$ cat config.mk
export PLATFORM = sky130hd
export DESIGN_NAME = sys_reset_ctrl
export DESIGN_NICKNAME = d
export VERILOG_FILES = /design/src/rtl/sys_reset_ctrl.sv
export SDC_FILE = /design/constraint.sdc
export NUM_CORES = 1
export LEC_CHECK = 0
export CAP_MARGIN = 20
export CORE_ASPECT_RATIO = 0.6
export CORE_UTILIZATION = 37
export DETAILED_ROUTE_END_ITERATION = 8
export PLACE_DENSITY = 0.88
export SETUP_SLACK_MARGIN = 0.1
export SKIP_CTS_REPAIR_TIMING = 1
export SYNTH_ARGS = -nofsm -noshare
export SYNTH_HDL_FRONTEND = slang
export SYNTH_SLANG_ARGS = --single-unit
$ cat constraint.sdc
create_clock -name clk -period 3.9 [get_ports clk]
set_input_delay 0.78 -clock clk [delete_from_list [all_inputs] [get_ports clk]]
set_output_delay 0.78 -clock clk [all_outputs]
set_load 0.005 [all_outputs]
$ cat src/rtl/sys_reset_ctrl.sv
module sys_reset_ctrl #(
  parameter int FILT_CYCLES = 500,
  parameter int HOLD_CYCLES = 64,
  parameter int NPORT = 16,
  parameter int SAFE_PIN = 0
) (
  input  logic             clk,
  input  logic             rst_pin_n,
  input  logic             wdt_ovf,
  input  logic             por_low,
  input  logic             lvd_low,
  input  logic             fetch_valid,
  input  logic [7:0]       fetch_op,
  input  logic             ram_par_err,
  input  logic             osc_stop,
  input  logic             bad_access,
  input  logic             xtal_main_req,
  input  logic             xtal_sub_req,
  input  logic             ext_clk_req,
  input  logic [1:0]       clk_sel_req,
  input  logic [NPORT-1:0] port_oe_req,
  input  logic [NPORT-1:0] port_out_req,
  output logic             sys_rst,
  output logic             vec_load,
  output logic             osc_main_en,
  output logic             osc_sub_en,
  output logic             osc_hi_en,
  output logic             osc_lo_en,
  output logic             ext_clk_en,
  output logic [1:0]       clk_sel,
  output logic [NPORT-1:0] port_oe,
  output logic [NPORT-1:0] port_out,
  output logic [7:0]       cause
);
  localparam int FW = $clog2(FILT_CYCLES + 1);
  localparam int HW = $clog2(HOLD_CYCLES + 1);
  localparam logic [NPORT-1:0] SAFE_MASK = {{(NPORT-1){1'b0}}, 1'b1} << SAFE_PIN;

  logic [1:0]    pin_sync;
  logic [FW-1:0] low_cnt;
  logic [HW-1:0] hold_cnt;
  logic [7:0]    req;
  logic          ext_req, ill_req, any_req, hold_done;

  assign ext_req   = !pin_sync[1] && (low_cnt == FW'(FILT_CYCLES));
  assign ill_req   = fetch_valid && (fetch_op == 8'hFF);
  assign req       = {bad_access, osc_stop, ram_par_err, ill_req, lvd_low, por_low, wdt_ovf, ext_req};
  assign any_req   = |req;
  assign hold_done = (hold_cnt == HW'(HOLD_CYCLES - 1));

  always_ff @(posedge clk) begin
    if (por_low) begin
      pin_sync <= 2'b11;
      low_cnt  <= '0;
    end else begin
      pin_sync <= {pin_sync[0], rst_pin_n};
      if (pin_sync[1])
        low_cnt <= '0;
      else if (low_cnt != FW'(FILT_CYCLES))
        low_cnt <= low_cnt + 1'b1;
    end
  end

  always_ff @(posedge clk) begin
    vec_load <= !any_req && sys_rst && hold_done;
    if (any_req) begin
      sys_rst  <= 1'b1;
      hold_cnt <= '0;
    end else if (sys_rst) begin
      if (hold_done) sys_rst <= 1'b0;
      else           hold_cnt <= hold_cnt + 1'b1;
    end
  end

  always_ff @(posedge clk) begin
    if (por_low) cause <= 8'h04;
    else         cause <= cause | req;
  end

  assign osc_main_en = !sys_rst && xtal_main_req;
  assign osc_sub_en  = !sys_rst && xtal_sub_req;
  assign osc_hi_en   = !sys_rst;
  assign osc_lo_en   = !sys_rst;
  assign ext_clk_en  = !sys_rst && ext_clk_req;
  assign clk_sel     = sys_rst ? 2'b00 : clk_sel_req;
  assign port_oe     = sys_rst ? SAFE_MASK : port_oe_req;
  assign port_out    = sys_rst ? '0 : port_out_req;

  AST_REQ_HOLDS: assert property (@(posedge clk) disable iff (por_low)
    any_req |=> sys_rst);
  AST_NO_EARLY_RELEASE: assert property (@(posedge clk) disable iff (por_low)
    $fell(sys_rst) |-> $past(!any_req));
  AST_VEC_AT_RELEASE: assert property (@(posedge clk) disable iff (por_low)
    $fell(sys_rst) |-> vec_load);
  AST_VEC_ONLY_AT_RELEASE: assert property (@(posedge clk) disable iff (por_low)
    vec_load |-> $fell(sys_rst));
  AST_CAUSE_STICKY: assert property (@(posedge clk) disable iff (por_low)
    !$past(por_low) |-> ((cause & $past(cause)) == $past(cause)));
endmodule

After elaboration in Yosys (flattened, before gate mapping):

Cells that the tools add are included.
Widths: inputs -> output; s select.

* register bits after elaboration: 28
* input port bits: 54

* $add $sub $neg: 2
* eq/ne operators: 4
* mux-type cells: 5
* bitwise operators: 2
* reductions and logical operators: 13

Operators with widths (count)
* $mux 16: 2
* $add 9x1->9 const B: 1
* $eq 9x9->1 const B: 1
* $ne 9x9->1 const B: 1
* $eq 8x8->1 const B: 1
* $or 8x8->8: 1
* $reduce_or 8->1: 1
* $add 7x1->7 const B: 1
* $eq 7x6->1 const B: 1
* $logic_and 1x1->1: 7
* $logic_not 1->1: 3
* $mux 1: 2
* $mux 2: 1
* $reduce_and 2->1: 1
* $reduce_or 2->1: 1
* $not 1->1: 1

Longest topological paths before layout:

Gate-level depths: netlist of the first run.

* depth in word-level cells: 6
* depth in mapped cells: 7

Worst setup path after synthesis of the first run:

OpenSTA, ideal clock, no wires.

* path kind: input to register
* start: input port lvd_low
* end: register sys_rst
* setup time: 129 ps
* arrival: 1720 ps
* data required time: 3771 ps
* setup slack: 2051 ps
* stages on the path: 5
* cell sequence: nor4_2 nand2_1 or3_1 buf_6 nand2b_1

* longest elaborated chain between the ends: 1

Ends and longest elaborated chain
* from (decl): RTL line 11 `input logic lvd_low,`
* $reduce_or 8->1: RTL line 48 `assign any_req = |req;`
* to (signal assigned): RTL line 67 `sys_rst <= 1'b1;`
* to (signal assigned): RTL line 70 `if (hold_done) sys_rst <= 1'b0;`
* to (decl): RTL line 23 `output logic sys_rst,`

Every way passes these cells.
A chain may end at the register's enable or synchronous reset.

Worst setup path in the final report of the first run:

* start: input port clk_sel_req[0]
* end: output port clk_sel[0]

* longest elaborated chain between the ends: 1

Ends and longest elaborated chain
* from (decl): RTL line 20 `input logic [1:0] clk_sel_req,`
* $mux 2: RTL line 85 `assign clk_sel = sys_rst ? 2'b00 : clk_sel_req;`
* to (decl): RTL line 30 `output logic [1:0] clk_sel,`

Every way passes these cells.

==> flow_metrics.tcl, run 1 <==
set metrics [dict create \
    synth_top_family_by_area "simple AND/OR/NAND/NOR gates" \
    p_total_w 0.0005418 \
    arrival_ps 1900 \
    syn_to_final_growth_pct 78.32 \
    maxSlewHeadroom_pct 67.16 \
    critPathMaxFanout 1 \
    drt_pre_antenna_iters 4 \
    cts_tree "done" \
    tns_ps 0 \
    synth_edf_count 0 \
    crit_top_cell "clkdlybuf4s50_1" \
    outcome "finished clean" \
    drt-wirelength-per-cell_um 12.71 \
    synth_fa_ha_area_share_pct 2.676 \
    drtIter0Drc 43 \
    synth_ff_type "dfxtp_1" \
    required_ps 3120 \
    synth_xor_area_share_pct 3.122 \
    cts.sinks 28 \
    syn_area_um2 1403 \
    synth.mux.area_fraction_pct 1.427 \
    tightest_slew_ps 487.3 \
    grt_setup_unrepaired "no" \
    yosysMostFrequentCell "nor2b_1" \
    synth-compound-area-share_pct 7.226 \
    ys_ff_latch 28 \
    setup_ws_ps 1220 \
    grt_pass1_wl_mm 5.837 \
    dp_hpwl_mm 3.121 \
    root_buffer "clkbuf_8" \
    place.gp.congestion 0.7301 \
    ys_warn_count 0 \
    synthCells 168 \
    grt_start_max_net_pins 46 \
    grt-ovfl-total 0 \
    hold_class "flop to flop" \
    r2r_slack_ps 2140 \
    leakagePower_nw 0.8610 \
    fillers 250 \
    clock_skew_ps 0.8130 \
    finalNetCount 325 \
    die_y_um 49.69 \
    syn_nets 225 \
    yosys.area_share.simple_pct 40.77 \
    viasPerCell 4.750 \
    async_flop_share_pct 0 \
    clock_tree.buffer_depth 2 \
    cp_slowest_cell "clkdlybuf4s50_1" \
    worstSetupPathType "input pin to primary output" \
    synthTopCellsByCount "nor2b_1 (36), dfxtp_1 (28), nor2_1 (26)" \
    grtUsageTotal_pct 18.52 \
    regArea_um2 560.5 \
    drv_slew 0 \
    path_cells "clkdlybuf4s50_1, nor2b_1, clkdlybuf4s50_1" \
    coreArea_um2 3423 \
    multi_input_comb_area_um2 774.5 \
    endpoint_kind "primary output" \
    antenna_cells 0 \
    drive_gt1_share_pct 7.116 \
    crit_path_start_kind "input pin" \
    drtAntennaViolNets 0 \
    route.detailed.drc 0 \
    grt_pass1_vias 1277 \
    power_density_nw_per_um2 216.6 \
    start_util_pct 40.97 \
    period_share_pct 68.72 \
    setup_viol 0 \
    yosysUniqueCellTypes 34 \
    die-area_um2 4049 \
    vias 1482 \
    ir_drop_v 0.0002939 \
    die_w_um 81.49 \
    hold_viol 0 \
    postRouteWirelength_mm 3.967 \
    cts_buffers 3 \
    antenna_found_initial 0 \
    worst_hold_slack_ps 428.5 \
    place_ws_ps 1219 \
    cpPeakStageDelay_ps 510 \
    io_pins 103 \
    io_buffers 102 \
    drv_cap 0 \
    synth.top_cell.area_share_pct 39.96 \
    yosys.area.top_type "dfxtp_1" \
    finalCriticalPeriod_ps 2680 \
    synth_area_leaders "dfxtp_1 (40%), nor2b_1 (16%), nor2_1 (7.0%), ha_1 (2.7%), or3_1 (2.2%)" \
    clkTransAtPathRegs_ps 90 \
    avgSynthCellArea_um2 8.349 \
    insertion_delay_ps 270 \
    ys_seq_area_share_pct 39.96 \
    cts-htree-levels 1 \
    core.rowCount 16 \
    fmax_mhz 373.1 \
]
-- final cells by class --
| type | count | area share [%] |
|---|---|---|
| multi-input combinational | 125 | 30.97 |
| tap | 45 | 2.251 |
| sequential | 28 | 22.41 |
| timing repair buffer | 103 | 41.12 |
| clock buffer | 4 | 2.201 |
| inverter | 7 | 1.051 |
-- registers in the layout (all words and copies together) (netlist names) --
name and cells:
low_cnt 9, cause 8, hold_cnt 7, pin_sync 2, sys_rst 1, vec_load 1
-- routing by layer --
| layer | global-route usage (%) | part of all wire [%] | vias up |
|---|---|---|---|
| met2 | 30.00 | 44 | 62 |
| li1 | - | - | 752 |
| met1 | 24.04 | 44 | 668 |
| met4 | 0.8929 | 0 | 0 |
| met5 | 0 | 0 | - |
| met3 | 7.593 | 12 | 0 |
-- per-stage QoR --
stage | util (%) | instance area, um^2 | instances
5_1_grt | 73.06 | 2501 | 312
2_1_floorplan | - | 1403 | 168
3_5_place_dp | 71.45 | 2446 | 308
4_1_cts | 73.06 | 2501 | 312
6_report | 73.06 | 2501 | 312
3_3_place_gp | 71.45 | 2446 | 308
-- power by group --
group | internal [W] | total, W | switching [W]
clock network | 0.0000903 | 0.000175 | 0.0000842
registers | 0.000291 | 0.000294 | 0.00000285
logic | 0.0000599 | 0.0000737 | 0.0000139
total | 0.000441 | 0.000542 | 0.000101
-- worst max-delay path: cells and delay by family --
family	cells	cell delay, ps
buffers and inverters	2	990
AND/OR/NAND/NOR	1	130
-- kinds of logic after synthesis --
group	Yosys count
simple gates	100
flops	28
compound gates	15
buf+inv	15
xor+xnor	5
fa+ha+maj	3
mux	2
-- layout by cell type (no fill, tap or decap), drive strengths merged, types with 4 or more instances in the layout --
cell	count
or3	5
nand3	6
nor2b	36
nor2	26
a21oi	5
clkbuf	4
o21ai	5
nand2	5
nor3	6
nand4	4
dfxtp	28
or2	5
inv	7
clkdlybuf4s50	102
-- worst paths after layout --
check                          start                endpoint  cells past startpoint
max                   clk_sel_req[0]              clk_sel[0]                      3
min           pin_sync[0]$_SDFF_PP1_  pin_sync[1]$_SDFF_PP1_                      1
max reg2reg  low_cnt[0]$_SDFFE_PP0P_      sys_rst$_SDFF_PP1_                      6
min reg2reg   pin_sync[0]$_SDFF_PP1_  pin_sync[1]$_SDFF_PP1_                      1
(Power assumes the default switching activity.)
==> run 2, diff against run 1 <==
CORE_UTILIZATION = 34   (was 37)
PLACE_DENSITY = 0.82   (was 0.88)
clock period = 2.8 ns   (was 3.9 ns; I/O delays follow)
==> run 2 against run 1 <==
The flow now finishes with violations (DRC). Die area is 8.5% higher. Non-clock buffer count is 2 higher. Register-to-register slack worse by 1100 ps. Sequential share of layout area is 0.16 points lower. Cell count is 1.3% higher. Total power is 39% higher. Critical path type unchanged. Largest cell class unchanged.
==> flow_metrics.tcl, run 2 (synthesis results as in run 1) <==
set metrics [dict create \
    crit_top_cell "clkdlybuf4s50_1" \
    worstSetupPathType "input pin to primary output" \
    finalNetCount 327 \
    cts.sinks 28 \
    clock_tree.buffer_depth 2 \
    tightest_slew_ps 485.6 \
    vias 1492 \
    ir_drop_v 0.0002954 \
    cts_tree "done" \
    place_ws_ps 546.6 \
    insertion_delay_ps 270 \
    seqPwrFrac_pct 54.1 \
    root_buffer "clkbuf_8" \
    fmax_mhz 445.3 \
    arrival_ps 1690 \
    drv_slew 0 \
    grt_pass1_wl_mm 6.244 \
    drtIter0Drc 57 \
    drt_pre_antenna_iters 6 \
    hold_viol 0 \
    viasPerCell 4.722 \
    grt_pass1_vias 1363 \
    syn_to_final_growth_pct 79.57 \
    crit_start "port_oe_req[0]" \
    largest_reg_flops 9 \
    r2r-start "low_cnt[0]$_SDFFE_PP0P_" \
    drive_gt1_share_pct 7.807 \
    endpoint_kind "primary output" \
    drtAntennaViolNets 0 \
    violations "DRC" \
    io_buffers 102 \
    crit_path_end "port_oe[0]" \
    reg_top3 "low_cnt (9), cause (8), hold_cnt (7)" \
    required_ps 2240 \
    worst-r2r-cell-count 6 \
    start_util_pct 36.84 \
    regMostFlops "low_cnt" \
    place.gp.congestion 0.7861 \
    p_total_w 0.0007549 \
    final_cells 316 \
    setup_viol 0 \
    die_w_um 84.92 \
    power.share.switching_pct 18.54 \
    die-area_um2 4395 \
    drt-wirelength-per-cell_um 12.11 \
    maxSlewHeadroom_pct 67.27 \
    multi_input_comb_area_um2 774.5 \
    dp_hpwl_mm 3.104 \
    critPathMaxFanout 1 \
    fillers 319 \
    grt_start_max_net_pins 24 \
    cp_slowest_cell "clkdlybuf4s50_1" \
    cpPeakStageDelay_ps 450 \
    layout_common_cells "clkdlybuf4s50_1 (102), nor2b_1 (36), dfxtp_1 (28)" \
    clkTransAtPathRegs_ps 90 \
    pwr-share-clk_pct 32.1 \
    grt_setup_unrepaired "no" \
    regArea_um2 560.5 \
    power.internal_w 0.0006149 \
    core.rowCount 17 \
    drv_cap 0 \
    r2r_slack_ps 1080 \
    power_density_nw_per_um2 299.7 \
    leakagePower_nw 0.8699 \
    period_share_pct 80.20 \
    crit_path_start_kind "input pin" \
    path_cells "clkdlybuf4s50_1, or2_2, clkdlybuf4s50_1" \
    met1_usage_pct 22.38 \
    antenna_cells 0 \
    hold_class "flop to flop" \
    clock_skew_ps 1.641 \
    power.switching_w 0.0001400 \
    cts-htree-levels 1 \
    tns_ps 0 \
    busiest_layer "met2" \
    final_common_cell "clkdlybuf4s50_1" \
    place_inst 312 \
    postRouteWirelength_mm 3.827 \
    antenna_found_initial 0 \
    coreArea_um2 3807 \
    outcome "finished, violations left" \
    gr-usage-met2_pct 30.49 \
    grtUsageTotal_pct 17.73 \
    setup_ws_ps 554.5 \
    finalCriticalPeriod_ps 2246 \
    grt-ovfl-total 0 \
    route.detailed.drc 9 \
    comb_power_share_pct 13.7 \
    r2r-end "sys_rst$_SDFF_PP1_" \
    io_pins 103 \
    grt.met3_usage_pct 5.873 \
    die_y_um 51.75 \
    cts_buffers 3 \
]
==> run 2: changes by cell type in the layout (fill, tap and decap cells not counted) <==
cell   before  now
buf_4       1    3
==> run 2: area by class of cell <==
cell class | count | share of cell area (%)
clock buffers | 4 | 2.186
inverters | 7 | 1.043
repair buffers | 105 | 41.43
well taps | 47 | 2.335
multi-input cells | 125 | 30.75
flip-flops and latches | 28 | 22.26
==> run 2: worst min-delay path by stage <==
stage | start | end | slack (ps) | cells after the start
after floorplan | pin_sync[0]$_SDFF_PP1_ | pin_sync[1]$_SDFF_PP1_ | 390 | 1
after global placement | pin_sync[0]$_SDFF_PP1_ | pin_sync[1]$_SDFF_PP1_ | 390 | 1
after detailed placement | pin_sync[0]$_SDFF_PP1_ | pin_sync[1]$_SDFF_PP1_ | 390 | 1
after CTS | pin_sync[0]$_SDFF_PP1_ | pin_sync[1]$_SDFF_PP1_ | 420 | 1
after global routing | pin_sync[0]$_SDFF_PP1_ | pin_sync[1]$_SDFF_PP1_ | 420 | 1
final | pin_sync[0]$_SDFF_PP1_ | pin_sync[1]$_SDFF_PP1_ | 410 | 1
==> run 2: critical path: cells and delay by family <==
family / cells / cell delay [ps]
buf+inv: 2 / 850
simple gates: 1 / 280
==> run 2: power by group through the flow <==
stage / Sequential [W] / Combinational, W / Clock, W
after floorplan: 0.000418 / 0.0000185 / 0
after global placement: 0.000418 / 0.000102 / 0
after detailed placement: 0.000418 / 0.000104 / 0
after CTS: 0.000409 / 0.000104 / 0.000251
after global routing: 0.000410 / 0.000112 / 0.000267
final: 0.000409 / 0.000104 / 0.000243
==> run 2: metal layers <==
metal  vias up  routed length, um
met2        71               1669
met5         -                  0
li1        756                  -
met4         0                 27
met1       661               1768
met3         4                361
==> run 2: metrics by stage <==
step	hold slack, ps	util [%]	instance area (um^2)
after floorplan	389.5	-	1403
after global placement	392.6	64.71	2464
after detailed placement	394.2	64.71	2464
after CTS	416.0	66.15	2519
after global routing	424.0	66.15	2519
final	414.2	66.15	2519
==> run 3, diff against run 2 <==
CORE_UTILIZATION = 31   (was 34)
PLACE_DENSITY = 0.79   (was 0.82)
clock period = 1.95 ns   (was 2.8 ns; I/O delays follow)
==> run 3 against run 2 <==
The flow now finishes without violations. Worst setup slack got worse by 420 ps. Wire length increased by 10%. Die area is 9.4% higher. Clock skew rose by 0.83 ps. Clock-buffer cell count is 1 lower. First-iteration DRC count shrank 39%. Sequential power is 43% higher. Clock power up 86%. Sequential share of layout area is 1.3 points lower. Via count increased by 1.5%. Register-to-register slack lost 810 ps. Largest power group unchanged. Highest routed layer unchanged.
==> flow_metrics.tcl, run 3 (synthesis results as in run 1) <==
set metrics [dict create \
    gr-usage-met2_pct 32.44 \
    leakagePower_nw 1.564 \
    clock_skew_ps 2.471 \
    dp_hpwl_mm 3.318 \
    finalCriticalPeriod_ps 1813 \
    core.rowCount 18 \
    coreArea_um2 4212 \
    drtAntennaViolNets 0 \
    route.detailed.drc 0 \
    insertion_delay_ps 270 \
    layout_common_cells "clkdlybuf4s50_1 (65), dlymetal6s2s_1 (37), nor2b_1 (34)" \
    grt_pass1_wl_mm 6.182 \
    start_util_pct 33.30 \
    met1_usage_pct 19.67 \
    die_w_um 88.84 \
    drt-wirelength-per-cell_um 12.73 \
    vias 1515 \
    period_share_pct 92.98 \
    final_common_cell "clkdlybuf4s50_1" \
    drtIter0Drc 35 \
    clkTransAtPathRegs_ps 90 \
    setup_viol 0 \
    path_cells "buf_8, clkinvlp_4, clkdlybuf4s50_1" \
    setup_ws_ps 136.9 \
    cts_buffers 3 \
    root_buffer "clkbuf_8" \
    die-area_um2 4806 \
    r2r-start "hold_cnt[0]$_SDFFE_PP0P_" \
    place.gp.congestion 0.8312 \
    cpPeakStageDelay_ps 460 \
    critical_path.top_delay_family "buffers and inverters" \
    arrival_ps 1420 \
    cp.depth 3 \
    drv_slew 0 \
    maxSlewHeadroom_pct 71.06 \
    antenna_found_initial 0 \
    syn_to_final_growth_pct 92.15 \
    critical_path_buf_inv_count 3 \
    utilization_pct 63.99 \
    io_pins 103 \
    ir_drop_v 0.0005304 \
    cts-htree-levels 1 \
    grt_start_max_net_pins 22 \
    grtUsageTotal_pct 16.98 \
    cts_tree "done" \
    r2r-end "hold_cnt[2]$_SDFFE_PP0P_" \
    crit_start "sys_rst$_SDFF_PP1_" \
    clock_tree.buffer_depth 2 \
    die_y_um 54.10 \
    power_density_nw_per_um2 441.4 \
    fmax_mhz 551.5 \
    drv_cap 0 \
    hold_viol 0 \
    viasPerCell 4.563 \
    grt_pass1_vias 1319 \
    worst-r2r-cell-count 5 \
    io_buffers 102 \
    outcome "finished clean" \
    largest_reg_flops 9 \
    hold_class "flop to flop" \
    critPathMaxFanout 21 \
    postRouteWirelength_mm 4.228 \
    place_ws_ps -153.0 \
    grt.met3_usage_pct 5.061 \
    crit_path_end "osc_hi_en" \
    regMostFlops "low_cnt" \
    drt_pre_antenna_iters 4 \
    endpoint_kind "primary output" \
    reg_top3 "low_cnt (9), cause (8), hold_cnt (7)" \
    required_ps 1560 \
    worstSetupPathType "flop to primary output" \
    tightest_slew_ps 429.5 \
    busiest_layer "met2" \
    cp_slowest_cell "clkdlybuf4s50_1" \
    crit_path_start_kind "flop" \
    antenna_cells 0 \
    grt_setup_unrepaired "yes" \
    r2r_slack_ps 270 \
    grt-ovfl-total 0 \
    worst_hold_slack_ps 417.9 \
    drive_gt1_share_pct 10.66 \
    cts.sinks 28 \
    finalNetCount 330 \
]
run 3: metal layers:
layer,routed length [um],vias up
met4,8,0
met2,1925,67
li1,-,762
met5,0,-
met1,1888,684
met3,405,2
run 3: how the worst min path moves through the flow:
stage                           start                      to  slack [ps]  depth (start not counted)
6_report       pin_sync[0]$_SDFF_PP1_  pin_sync[1]$_SDFF_PP1_         420                          1
5_1_grt        pin_sync[0]$_SDFF_PP1_  pin_sync[1]$_SDFF_PP1_         440                          1
4_1_cts        pin_sync[0]$_SDFF_PP1_  pin_sync[1]$_SDFF_PP1_         420                          1
3_5_place_dp   pin_sync[0]$_SDFF_PP1_  pin_sync[1]$_SDFF_PP1_         400                          1
3_3_place_gp   pin_sync[0]$_SDFF_PP1_  pin_sync[1]$_SDFF_PP1_         390                          1
2_1_floorplan  pin_sync[0]$_SDFF_PP1_  pin_sync[1]$_SDFF_PP1_         390                          1
run 3: area by class of cell:
type / instances / area (um^2)
clock buffer: 3 / 41.29
clock inverter: 1 / 30.03
fill: 368 / 1516
inverter: 7 / 30.03
multi-input combinational: 125 / 784.5
sequential: 28 / 564.3
tap: 60 / 75.07
timing repair buffer: 108 / 1170
run 3: power breakdown:
part	internal (W)	switching (W)	leakage [nW]
sequential	0.000580	0.00000534	0.228
clock	0.000275	0.000178	0.0357
combinational	0.000122	0.0000296	1.30
run 3: per-stage QoR:
step                instances  power (W)  TNS (ps)  instance area, um^2
finish                    332   0.001190         0                 2695
global route              332   0.001237         0                 2695
CTS                       331   0.001201    -87.16                 2566
detailed placement        327  0.0007509    -664.4                 2495
global placement          327  0.0007481    -289.2                 2495
floorplan                 168  0.0006267         0                 1403
